### src/rtl/cpm_pkg.sv
package cpm_pkg;
  localparam int CNT_W = 16;
  localparam int OVF_W = 16;
  localparam int TS_W  = CNT_W + OVF_W;

  typedef logic [CNT_W-1:0] cnt_t;
  typedef logic [OVF_W-1:0] ovf_t;
  typedef logic [TS_W-1:0]  ts_t;

  typedef enum logic [1:0] {
    EDGE_OFF  = 2'b00,
    EDGE_RISE = 2'b01,
    EDGE_FALL = 2'b10,
    EDGE_ANY  = 2'b11
  } edge_mode_e;

  // Does a transition prev->cur match the selected mode
  function automatic logic edge_hit(edge_mode_e mode, logic prev_lvl, logic cur_lvl);
    logic went_up;
    logic went_down;
    went_up   = cur_lvl & ~prev_lvl;
    went_down = ~cur_lvl & prev_lvl;
    case (mode)
      EDGE_RISE: return went_up;
      EDGE_FALL: return went_down;
      EDGE_ANY:  return went_up | went_down;
      default:   return 1'b0;
    endcase
  endfunction

  // Wrap count to pair with a captured count: a capture landing on the
  // wrap edge sees the new low count but the old wrap count.
  function automatic ovf_t pair_ovf(ovf_t ovf_now, logic wrap_now, cnt_t cap_cnt);
    if (wrap_now && !cap_cnt[CNT_W-1])
      return ovf_now + ovf_t'(1);
    return ovf_now;
  endfunction

  function automatic ts_t ts_join(ovf_t hi, cnt_t lo);
    return {hi, lo};
  endfunction

  function automatic ts_t ts_span(ts_t newer, ts_t older);
    return newer - older;
  endfunction
endpackage

### src/rtl/cpm_timebase.sv
module cpm_timebase
  import cpm_pkg::*;
#(
  parameter int PRESC_W = 3
) (
  input  logic               clk,
  input  logic               rst_n,
  input  logic               run_en,
  input  logic [PRESC_W-1:0] presc_sel,
  input  logic               ovf_flag_clr,
  output logic               tick,
  output logic               wrap,
  output cnt_t               cnt_q,
  output cnt_t               cnt_nxt,
  output ovf_t               ovf_cnt_q,
  output logic               ovf_flag_q
);
  localparam int DIV_W = (1 << PRESC_W) - 1;
  localparam cnt_t CNT_TOP = '1;

  logic [DIV_W-1:0] div_q;
  logic [DIV_W:0]   div_lim;

  assign div_lim = ((DIV_W+1)'(1) << presc_sel) - (DIV_W+1)'(1);
  assign tick    = run_en && ({1'b0, div_q} >= div_lim);
  assign wrap    = tick && (cnt_q == CNT_TOP);
  assign cnt_nxt = tick ? cnt_q + cnt_t'(1) : cnt_q;

  always_ff @(posedge clk or negedge rst_n) begin
    if (!rst_n) begin
      div_q <= '0;
    end else if (run_en) begin
      if (tick) div_q <= '0;
      else      div_q <= div_q + DIV_W'(1);
    end
  end

  always_ff @(posedge clk or negedge rst_n) begin
    if (!rst_n) cnt_q <= '0;
    else        cnt_q <= cnt_nxt;
  end

  always_ff @(posedge clk or negedge rst_n) begin
    if (!rst_n) begin
      ovf_cnt_q  <= '0;
      ovf_flag_q <= 1'b0;
    end else begin
      if (wrap) ovf_cnt_q <= ovf_cnt_q + ovf_t'(1);
      if (wrap)              ovf_flag_q <= 1'b1;
      else if (ovf_flag_clr) ovf_flag_q <= 1'b0;
    end
  end
endmodule

### src/rtl/cpm_edge_detect.sv
module cpm_edge_detect
  import cpm_pkg::*;
#(
  parameter int SYNC_STAGES = 2
) (
  input  logic       clk,
  input  logic       rst_n,
  input  logic       pin,
  input  logic [1:0] edge_sel,
  output logic       sync_lvl,
  output logic       hit
);
  logic [SYNC_STAGES-1:0] chain_q;
  logic                   prev_q;

  genvar g;
  generate
    for (g = 0; g < SYNC_STAGES; g++) begin : g_sync
      if (g == 0) begin : g_first
        always_ff @(posedge clk or negedge rst_n) begin
          if (!rst_n) chain_q[0] <= 1'b0;
          else        chain_q[0] <= pin;
        end
      end else begin : g_next
        always_ff @(posedge clk or negedge rst_n) begin
          if (!rst_n) chain_q[g] <= 1'b0;
          else        chain_q[g] <= chain_q[g-1];
        end
      end
    end
  endgenerate

  assign sync_lvl = chain_q[SYNC_STAGES-1];

  always_ff @(posedge clk or negedge rst_n) begin
    if (!rst_n) prev_q <= 1'b0;
    else        prev_q <= sync_lvl;
  end

  assign hit = edge_hit(edge_mode_e'(edge_sel), prev_q, sync_lvl);
endmodule

### src/rtl/cpm_capture.sv
module cpm_capture
  import cpm_pkg::*;
(
  input  logic clk,
  input  logic rst_n,
  input  logic cap_evt,
  input  logic wrap,
  input  cnt_t cnt_nxt,
  input  ovf_t ovf_cnt_q,
  input  logic cap_flag_clr,
  output cnt_t cap_val_q,
  output ovf_t cap_ovf_q,
  output ts_t  period_q,
  output logic period_valid_q,
  output logic cap_flag_q
);
  ovf_t paired_ovf;
  ts_t  ts_now;
  ts_t  ts_prev_q;
  logic have_prev_q;

  assign paired_ovf = pair_ovf(ovf_cnt_q, wrap, cnt_nxt);
  assign ts_now     = ts_join(paired_ovf, cnt_nxt);

  always_ff @(posedge clk or negedge rst_n) begin
    if (!rst_n) begin
      cap_val_q      <= '0;
      cap_ovf_q      <= '0;
      ts_prev_q      <= '0;
      period_q       <= '0;
      have_prev_q    <= 1'b0;
      period_valid_q <= 1'b0;
    end else if (cap_evt) begin
      cap_val_q   <= cnt_nxt;
      cap_ovf_q   <= paired_ovf;
      ts_prev_q   <= ts_now;
      have_prev_q <= 1'b1;
      if (have_prev_q) begin
        period_q       <= ts_span(ts_now, ts_prev_q);
        period_valid_q <= 1'b1;
      end
    end
  end

  always_ff @(posedge clk or negedge rst_n) begin
    if (!rst_n)            cap_flag_q <= 1'b0;
    else if (cap_evt)      cap_flag_q <= 1'b1;
    else if (cap_flag_clr) cap_flag_q <= 1'b0;
  end
endmodule

### src/rtl/capture_period_meter.sv
module capture_period_meter
  import cpm_pkg::*;
#(
  parameter int PRESC_W     = 3,
  parameter int SYNC_STAGES = 2
) (
  input  logic               clk,
  input  logic               rst_n,
  input  logic               run_en,
  input  logic [PRESC_W-1:0] presc_sel,
  input  logic               cap_pin,
  input  logic [1:0]         edge_sel,
  input  logic               cap_flag_clr,
  input  logic               ovf_flag_clr,
  input  logic               cap_irq_en,
  input  logic               ovf_irq_en,
  output logic [CNT_W-1:0]   cnt_value,
  output logic [OVF_W-1:0]   ovf_count,
  output logic [CNT_W-1:0]   cap_value,
  output logic [OVF_W-1:0]   cap_ovf,
  output logic [TS_W-1:0]    period,
  output logic               period_valid,
  output logic               cap_flag,
  output logic               ovf_flag,
  output logic               irq
);
  // Named internal events, observed by the bound checker
  logic tick_w;
  logic wrap_w;
  logic cap_evt_w;
  logic sync_lvl_w;
  cnt_t cnt_nxt_w;

  cpm_timebase #(.PRESC_W(PRESC_W)) u_tb (
    .clk          (clk),
    .rst_n        (rst_n),
    .run_en       (run_en),
    .presc_sel    (presc_sel),
    .ovf_flag_clr (ovf_flag_clr),
    .tick         (tick_w),
    .wrap         (wrap_w),
    .cnt_q        (cnt_value),
    .cnt_nxt      (cnt_nxt_w),
    .ovf_cnt_q    (ovf_count),
    .ovf_flag_q   (ovf_flag)
  );

  cpm_edge_detect #(.SYNC_STAGES(SYNC_STAGES)) u_edge (
    .clk      (clk),
    .rst_n    (rst_n),
    .pin      (cap_pin),
    .edge_sel (edge_sel),
    .sync_lvl (sync_lvl_w),
    .hit      (cap_evt_w)
  );

  cpm_capture u_cap (
    .clk            (clk),
    .rst_n          (rst_n),
    .cap_evt        (cap_evt_w),
    .wrap           (wrap_w),
    .cnt_nxt        (cnt_nxt_w),
    .ovf_cnt_q      (ovf_count),
    .cap_flag_clr   (cap_flag_clr),
    .cap_val_q      (cap_value),
    .cap_ovf_q      (cap_ovf),
    .period_q       (period),
    .period_valid_q (period_valid),
    .cap_flag_q     (cap_flag)
  );

  assign irq = (cap_flag && cap_irq_en) || (ovf_flag && ovf_irq_en);
endmodule

### config.mk
export PLATFORM = sky130hd
export DESIGN_NAME = capture_period_meter
export DESIGN_NICKNAME = d
export VERILOG_FILES = /design/src/rtl/cpm_pkg.sv /design/src/rtl/cpm_timebase.sv /design/src/rtl/cpm_edge_detect.sv /design/src/rtl/cpm_capture.sv /design/src/rtl/capture_period_meter.sv
export SDC_FILE = /design/constraint.sdc
export NUM_CORES = 1
export LEC_CHECK = 0
export BUFFER_PORTS_ARGS = -buffer_cell sky130_fd_sc_hd__buf_2
export CORE_MARGIN = 5
export CORE_UTILIZATION = 57
export DETAILED_ROUTE_END_ITERATION = 7
export HOLD_SLACK_MARGIN = 0.1
export PLACE_DENSITY_LB_ADDON = 0.3
export SLEW_MARGIN = 20
export SYNTH_ARGS = -nofsm -noshare
export SYNTH_HDL_FRONTEND = slang
export SYNTH_SLANG_ARGS = --single-unit
### constraint.sdc
create_clock -name clk -period 4.65 [get_ports clk]
set_input_delay 0.6975 -clock clk [delete_from_list [all_inputs] [get_ports clk]]
set_output_delay 0.6975 -clock clk [all_outputs]
set_load 0.02 [all_outputs]
==> run_results.csv, run 1 <==
group,metric,value,unit
placed_design,hpwl,13400,um
grt,grt_util_all_layers,24.9,%
run_status,status,"finished clean",
final_layout,antennaDiodeCount,0,
power_and_ir_drop,powerDensity,493,nW/um2
yosys,synth_top_area_share,41.7,%
cts,cts_tree,"built",
yosys,synth-edff-count,0,
cts,cts.sinks,110,
sta,slew_violations,0,
floorplan,start_util,58.0,%
sta,clock-skew-final,0.00742,ns
yosys,synth.ff_latch_count,110,
sta,worst_pin_slew,0.740,ns
routing,route.detailed.wl_per_inst,16.8,um
cts,cts_buffers,9,
setup_path,arrival,4.63,ns
grt,grt_pass1_vias,5617,
power_and_ir_drop,p_total,4.22,mW
sta,slew_headroom,50.7,%
grt,grt_max_degree,82,
cts,cts_max_level,3,
yosys,synthFlopType,"dfrtp_1",
final_layout,instances_no_fill,1043,
sta,final.period_utilization,94.8,%
cts,hold_buffers,0,
power_and_ir_drop,p_leak,4.47,nW
setup_path,critPathKind,"in -> reg",
cts,post-cts-setup-buffers,0,
placed_design,place_inst,1027,
sta,setup_slack,0.242,ns
final_layout,fin_util,75.3,%
yosys,yosysMostFrequentCell,"dfrtp_1",
yosys,synth_top_cell_by_area,"dfrtp_1",
floorplan,core,11400,um2
final_layout,final_cell_area,8560,um2
sta,tns,0,ns
routing,wl_met3,1010,um
placed_design,io_buffers,112,
floorplan,die_h,118,um
routing,dr.pass1.iters,5,
cts,clk_pin_slew_worst_paths,0.07,ns
final_layout,regArea,2750,um2
grt,antenna_found_initial,0,
final_layout,multi_input_area,3760,um2
yosys,synth_warnings,0,
placed_design,post_dp_cell_area,8050,um2
routing,drcViolationCount,0,
routing,drtAntennaViolNets,0,
placed_design,place_ws,-0.274,ns
floorplan,die_area,13800,um2
floorplan,die_w,118,um
final_layout,drive_gt1_share,35.2,%
power_and_ir_drop,vdd_drop_max,0.425,mV
sta,clock.fmax,227,MHz
routing,num_vias,5766,
setup_path,worstPathRequired,4.87,ns
cts,post_cts_resized,0,
final_layout,area_growth,29.8,%
routing,drt_wl_total,17500,um
yosys,netlist_instances,692,
routing,wl_met2,7960,um
sta,setup_viol,0,
yosys,synthArstFlopShare,100,%
yosys,syn_area,6590,um2
placed_design,gp_congestion,0.902,
yosys,ys_top_cells_by_count,"dfrtp_1, nand2_1, inv_1, xnor2_1",
routing,highest_layer,"met4",
grt,grt_overflow_total,0,
cts,clockBufferDepth,2,
routing,first_iter_violations,414,
final_layout,num-nets-final,952,
sta,rsz0062_at_grt,"true",
sta,finalHoldViolCount,0,
yosys,ys_seq_area_share,41.7,%
cts,clockRootBuffer,"clkbuf_16",
setup_path,cp-start-kind,"primary input",
grt,grt_pass1_wl,28500,um
cts,insertion_delay,0.36,ns
sta,hold_ws,0.364,ns
yosys,synth_cell_types,63,
setup_path,crit_path_end_kind,"flop",
hold_path,hold_path.class,"in -> async",
floorplan,rows,39,
routing,met1_length,8260,um
sta,period_minus_slack,4.41,ns
yosys,syn_avg_cell_area,9.53,um2
flow_run,cap_violations,0,
setup_path,critPathMaxFanout,7,
routing,via_per_inst,5.53,
final_layout,n_fill_cell,835,
yosys,synthTopCellsByArea,"dfrtp_1, ha_1, xnor2_1",
floorplan,ios,113,
yosys,syn-num-nets,749,
==> report_power, final <==
group,internal (mW),switching (mW),total (mW)
logic,1.01,1.08,2.09
registers,1.14,0.126,1.26
clock network,0.492,0.377,0.868
==> worst max-delay path, stage by stage <==
cell,delay (ns)
buf_2,0.10
or3_1,0.36
ha_1,0.27
nand2b_1,0.09
a31oi_1,0.09
o21ai_2,0.19
a21oi_4,0.09
buf_4,0.16
nor3_1,0.20
buf_4,0.15
nand2_1,0.09
xnor2_2,0.18
ha_2,0.35
a21oi_2,0.17
nand3_1,0.12
a22o_2,0.32
or2_1,0.24
a311o_1,0.37
a21oi_2,0.15
xor2_1,0.15
o21ai_0,0.09
==> cell type report <==
type / instances / area share (%)
multi-input cells: 509 / 43.9
flip-flops and latches: 110 / 32.1
repair buffers: 218 / 15.9
clock buffers: 10 / 2.79
well taps: 143 / 2.09
inverters: 47 / 2.06
clock inverters: 6 / 1.07
==> metal layers <==
| layer | global-route usage [%] | up-vias |
|---|---|---|
| met4 | 6.67 | 0 |
| li1 | - | 2806 |
| met1 | 36.0 | 2765 |
| met3 | 5.96 | 32 |
| met5 | 0 | - |
| met2 | 37.7 | 163 |
==> cell families (layout without fill, tap and decap cells) <==
family                     count (synthesis)  after routing  share of synthesized area, %
and+or+nand+nor                          218            218                          16.2
AOI/OAI and AO/OA                        135            135                          12.9
DFF                                      110            110                          41.7
xor gates and xnor gates                  75             75                          10.2
buffers and inverters                     73            281                          4.31
adders and majority gates                 44             44                          8.46
muxes                                     37             37                          6.26
==> registers in the layout, indices dropped and copies added, names as in the netlist <==
register,count
u_tb.cnt_q,16
u_cap.period_valid_q,1
u_edge.prev_q,1
u_cap.period_q,32
u_cap.have_prev_q,1
u_tb.div_q,7
u_tb.ovf_flag_q,1
u_tb.ovf_cnt_q,16
u_cap.cap_ovf_q,16
u_edge.chain_q,1
u_cap.cap_flag_q,1
u_cap.ts_prev_q,16
u_edge.sync_lvl,1
==> placed cells by master, fill, tap and decap left out, types with 5 or more instances in the layout <==
cell type	synthesis	final
o211ai_1	6	6
and3_1	9	9
ha_1	43	40
nor2_1	41	40
o21ai_0	43	39
a31oi_1	7	6
mux2_2	34	34
nand3_1	25	25
a21oi_2	1	7
inv_1	47	47
a21oi_1	33	26
nand2b_1	7	7
nand2_1	86	85
xor2_1	28	27
xnor2_1	46	36
xnor2_2	0	10
o21ai_1	2	5
nor3_1	9	8
a21o_1	15	15
buf_2	5	111
dfrtp_1	110	110
buf_4	0	106
nand4_1	13	13
clkbuf_16	0	9
==> path summary, 6_finish.rpt <==
check | slack (ns) | cells past startpoint | from | end
max in group asynchronous | 3.37 | 2 | rst_n | u_cap.cap_ovf_q[3]
min reg2reg | 0.36 | 0 | u_edge.chain_q[0] | u_edge.sync_lvl
min in group clk | 0.36 | 0 | u_edge.chain_q[0] | u_edge.sync_lvl
max | 0.24 | 21 | presc_sel[2] | u_cap.period_q[19]
min | 0.36 | 1 | rst_n | u_tb.div_q[0]
max reg2reg | 0.54 | 20 | u_tb.div_q[4] | u_cap.period_q[28]
(Power assumes the default switching activity.)
==> run 2, diff against run 1 <==
--- a/config.mk
+++ b/config.mk
@@ -5,12 +5,13 @@
 export SDC_FILE = /design/constraint.sdc
 export NUM_CORES = 1
 export LEC_CHECK = 0
-export BUFFER_PORTS_ARGS = -buffer_cell sky130_fd_sc_hd__buf_2
 export CORE_MARGIN = 5
-export CORE_UTILIZATION = 57
+export CORE_UTILIZATION = 64
 export DETAILED_ROUTE_END_ITERATION = 7
+export DONT_BUFFER_PORTS = 1
 export HOLD_SLACK_MARGIN = 0.1
 export PLACE_DENSITY_LB_ADDON = 0.3
+export RECOVER_POWER = 100
 export SLEW_MARGIN = 20
 export SYNTH_ARGS = -nofsm -noshare
 export SYNTH_HDL_FRONTEND = slang
==> run 2 against run 1 <==
Net effect: the run now ends with max-capacitance violations, max-slew violations left; clock skew is 0.0069 ns higher; combinational power is 22% lower; core utilization fell by 2.7 points; clock-buffer cell count stayed put; cell count fell by 14%; non-clock buffer count decreased by 144; maximum frequency shrank 0.54%; worst setup slack lost 0.024 ns; sequential cell count unchanged; critical path type unchanged.
==> run_results.csv, run 2 (synthesis gave the netlist of run 1 again) <==
group,metric,value,unit
run_status,status,"finished with violations",
run_status,violations,"max-capacitance violations, max-slew violations",
floorplan,die_h,112,um
routing,drcViolationCount,0,
setup_path,critPathMaxFanout,7,
floorplan,ios,113,
cts,cts_max_level,3,
setup_path,path_buf_inv,3,
sta,worst_pin_slew,2.67,ns
grt,antenna_found_initial,0,
cts,cts_tree,"built",
hold_path,hold_path.class,"in -> reg",
sta,clock.fmax,226,MHz
placed_design,gp_congestion,0.899,
final_layout,num-nets-final,808,
grt,grt_pass1_vias,5265,
flow_run,cap_violations,1,
routing,dr.pass1.iters,4,
cts,cts_buffers,9,
routing,via_per_inst,5.91,
sta,setup_viol,0,
grt,grt_overflow_total,0,
final_layout,n_fill_cell,748,
final_layout,final_cell_mix,"dfrtp_1, nand2_1, buf_4, inv_1, o21ai_0",
cts,clockRootBuffer,"clkbuf_8",
sta,hold_ws,0.309,ns
final_layout,mostFrequentLayoutCell,"dfrtp_1",
cts,insertion_delay,0.41,ns
routing,drtAntennaViolNets,0,
sta,period_minus_slack,4.43,ns
grt,grt_util_all_layers,26.3,%
setup_path,crit_path_max_incr_delay,0.55,ns
final_layout,largest_reg_flops,32,
power_and_ir_drop,p_leak,3.55,nW
hold_path,hold_depth,0,
setup_path,cp_cell_sequence,"or3_1 -> ha_1 -> nand2b_1 -> a31oi_1 -> o21ai_2 -> a21oi_4 -> nor3_1 -> buf_4 -> and3_1 -> xor2_1 -> ha_1 -> buf_4 -> nand4_1 -> buf_4 -> a2111oi_2 -> nor4b_2 -> nor2_1 -> a31oi_1 -> xor2_1 -> o21ai_0",
sta,clock-skew-final,0.0144,ns
final_layout,area_growth,12.2,%
routing,drt_wl_total,16200,um
setup_path,worstPathRequired,4.98,ns
routing,route.detailed.wl_per_inst,18.2,um
grt,grt_pass1_wl,26600,um
placed_design,io_buffers,0,
sta,final.period_utilization,95.3,%
floorplan,start_util,64.7,%
cts,cts.sinks,110,
placed_design,hpwl,12100,um
setup_path,critPathKind,"in -> reg",
power_and_ir_drop,vdd_drop_max,0.279,mV
setup_path,crit_cells,20,
power_and_ir_drop,powerDensity,498,nW/um2
floorplan,rows,37,
sta,tns,0,ns
routing,num_vias,5273,
setup_path,critPathSlowestCell,"a2111oi_2",
setup_path,cp-start-kind,"primary input",
sta,finalHoldViolCount,0,
final_layout,antennaDiodeCount,0,
floorplan,die_area,12400,um2
cts,clk_pin_slew_worst_paths,0.11,ns
floorplan,die_w,112,um
setup_path,r2r_cells,19,
setup_path,crit_family,"compound AO/OA/AOI/OAI gates",
floorplan,core,10200,um2
grt,grt_max_degree,111,
sta,slew_violations,111,
setup_path,cp_common_cell,"buf_4",
routing,first_iter_violations,367,
cts,clockBufferDepth,2,
setup_path,crit_path_end_kind,"flop",
final_layout,drive_gt1_share,18.0,%
final_layout,regMostFlops,"u_cap.period_q",
sta,slew_headroom,-77.8,%
setup_path,arrival,4.76,ns
## run 2: changes by cell type in the layout (fill, tap and decap cells not counted), sizes merged
cell / previous run / this run
buf: 218 / 51
clkbuf: 10 / 33
bufinv: 2 / 0
inv: 49 / 51
clkinv: 2 / 1
clkinvlp: 0 / 1
## run 2: stage by stage
stage	power, mW	instance area, um2	instances	setup slack, ns	util (%)
after global placement	3.04	7230	874	-0.0930	70.9
after global routing	3.95	7400	892	-0.0119	72.6
final	3.69	7400	892	0.218	72.6
after floorplan	2.55	6610	692	0.00312	-
after detailed placement	3.11	7230	874	-0.202	70.9
after CTS	3.70	7430	891	0.197	73.0
## run 2: final timing paths
| kind | end | slack, ns | from |
|---|---|---|---|
| worst max-delay path | u_cap.period_q[27] | 0.22 | presc_sel[2] |
| worst min-delay path | u_edge.chain_q[0] | 0.31 | cap_pin |
| worst max register to register | u_cap.period_q[27] | 0.37 | u_tb.div_q[4] |
| worst min register to register | u_edge.sync_lvl | 0.36 | u_edge.chain_q[0] |
| max in group asynchronous | u_cap.period_q[14] | 1.97 | rst_n |
| min in group asynchronous | u_tb.div_q[5] | 1.12 | rst_n |
## run 2: worst reg2reg max path: stages (launching register included)
cell	delay, ns
dfrtp_1	0.44
ha_1	0.33
a21o_1	0.18
a21oi_1	0.19
o21ai_2	0.11
a21oi_4	0.19
nor3_1	0.07
buf_4	0.15
and3_1	0.19
xor2_1	0.18
ha_1	0.35
buf_4	0.15
nand4_1	0.10
buf_4	0.16
a2111oi_2	0.55
nor4b_2	0.14
nor2_1	0.28
a31oi_1	0.15
xor2_1	0.16
o21ai_0	0.14
## run 2: timing repair
action / CTS / global route
hold endpoints to repair: 110 / 0
endpoints found under the setup margin: 0 / 12
gates resized for setup: 0 / 8
buffers inserted: 0 / 1
hold buffers: 1 / 0
## run 2: routing by layer
layer	up-vias	share of wire (%)	global-route usage [%]
li1	2521	-	-
met1	2539	44	35.3
met2	178	46	41.2
met3	35	7.7	6.74
met4	0	2.5	10.5
met5	-	0	0
## run 2: cell type report
type,count,area (um2),share of cell area [%]
multi-input cells,509,3600,48.6
flip-flops and latches,110,2750,37.2
repair buffers,74,519,7.02
inverters,47,176,2.39
well taps,136,170,2.30
clock buffers,10,128,1.73
clock inverters,6,52.6,0.711
## run 2: where the power goes
group / total [mW] / switching (mW) / internal [mW] / leakage [nW]
sequential: 1.48 / 0.347 / 1.14 / 1.43
clock: 0.572 / 0.367 / 0.206 / 0.0911
combinational: 1.63 / 0.820 / 0.811 / 2.03
total: 3.69 / 1.53 / 2.15 / 3.55
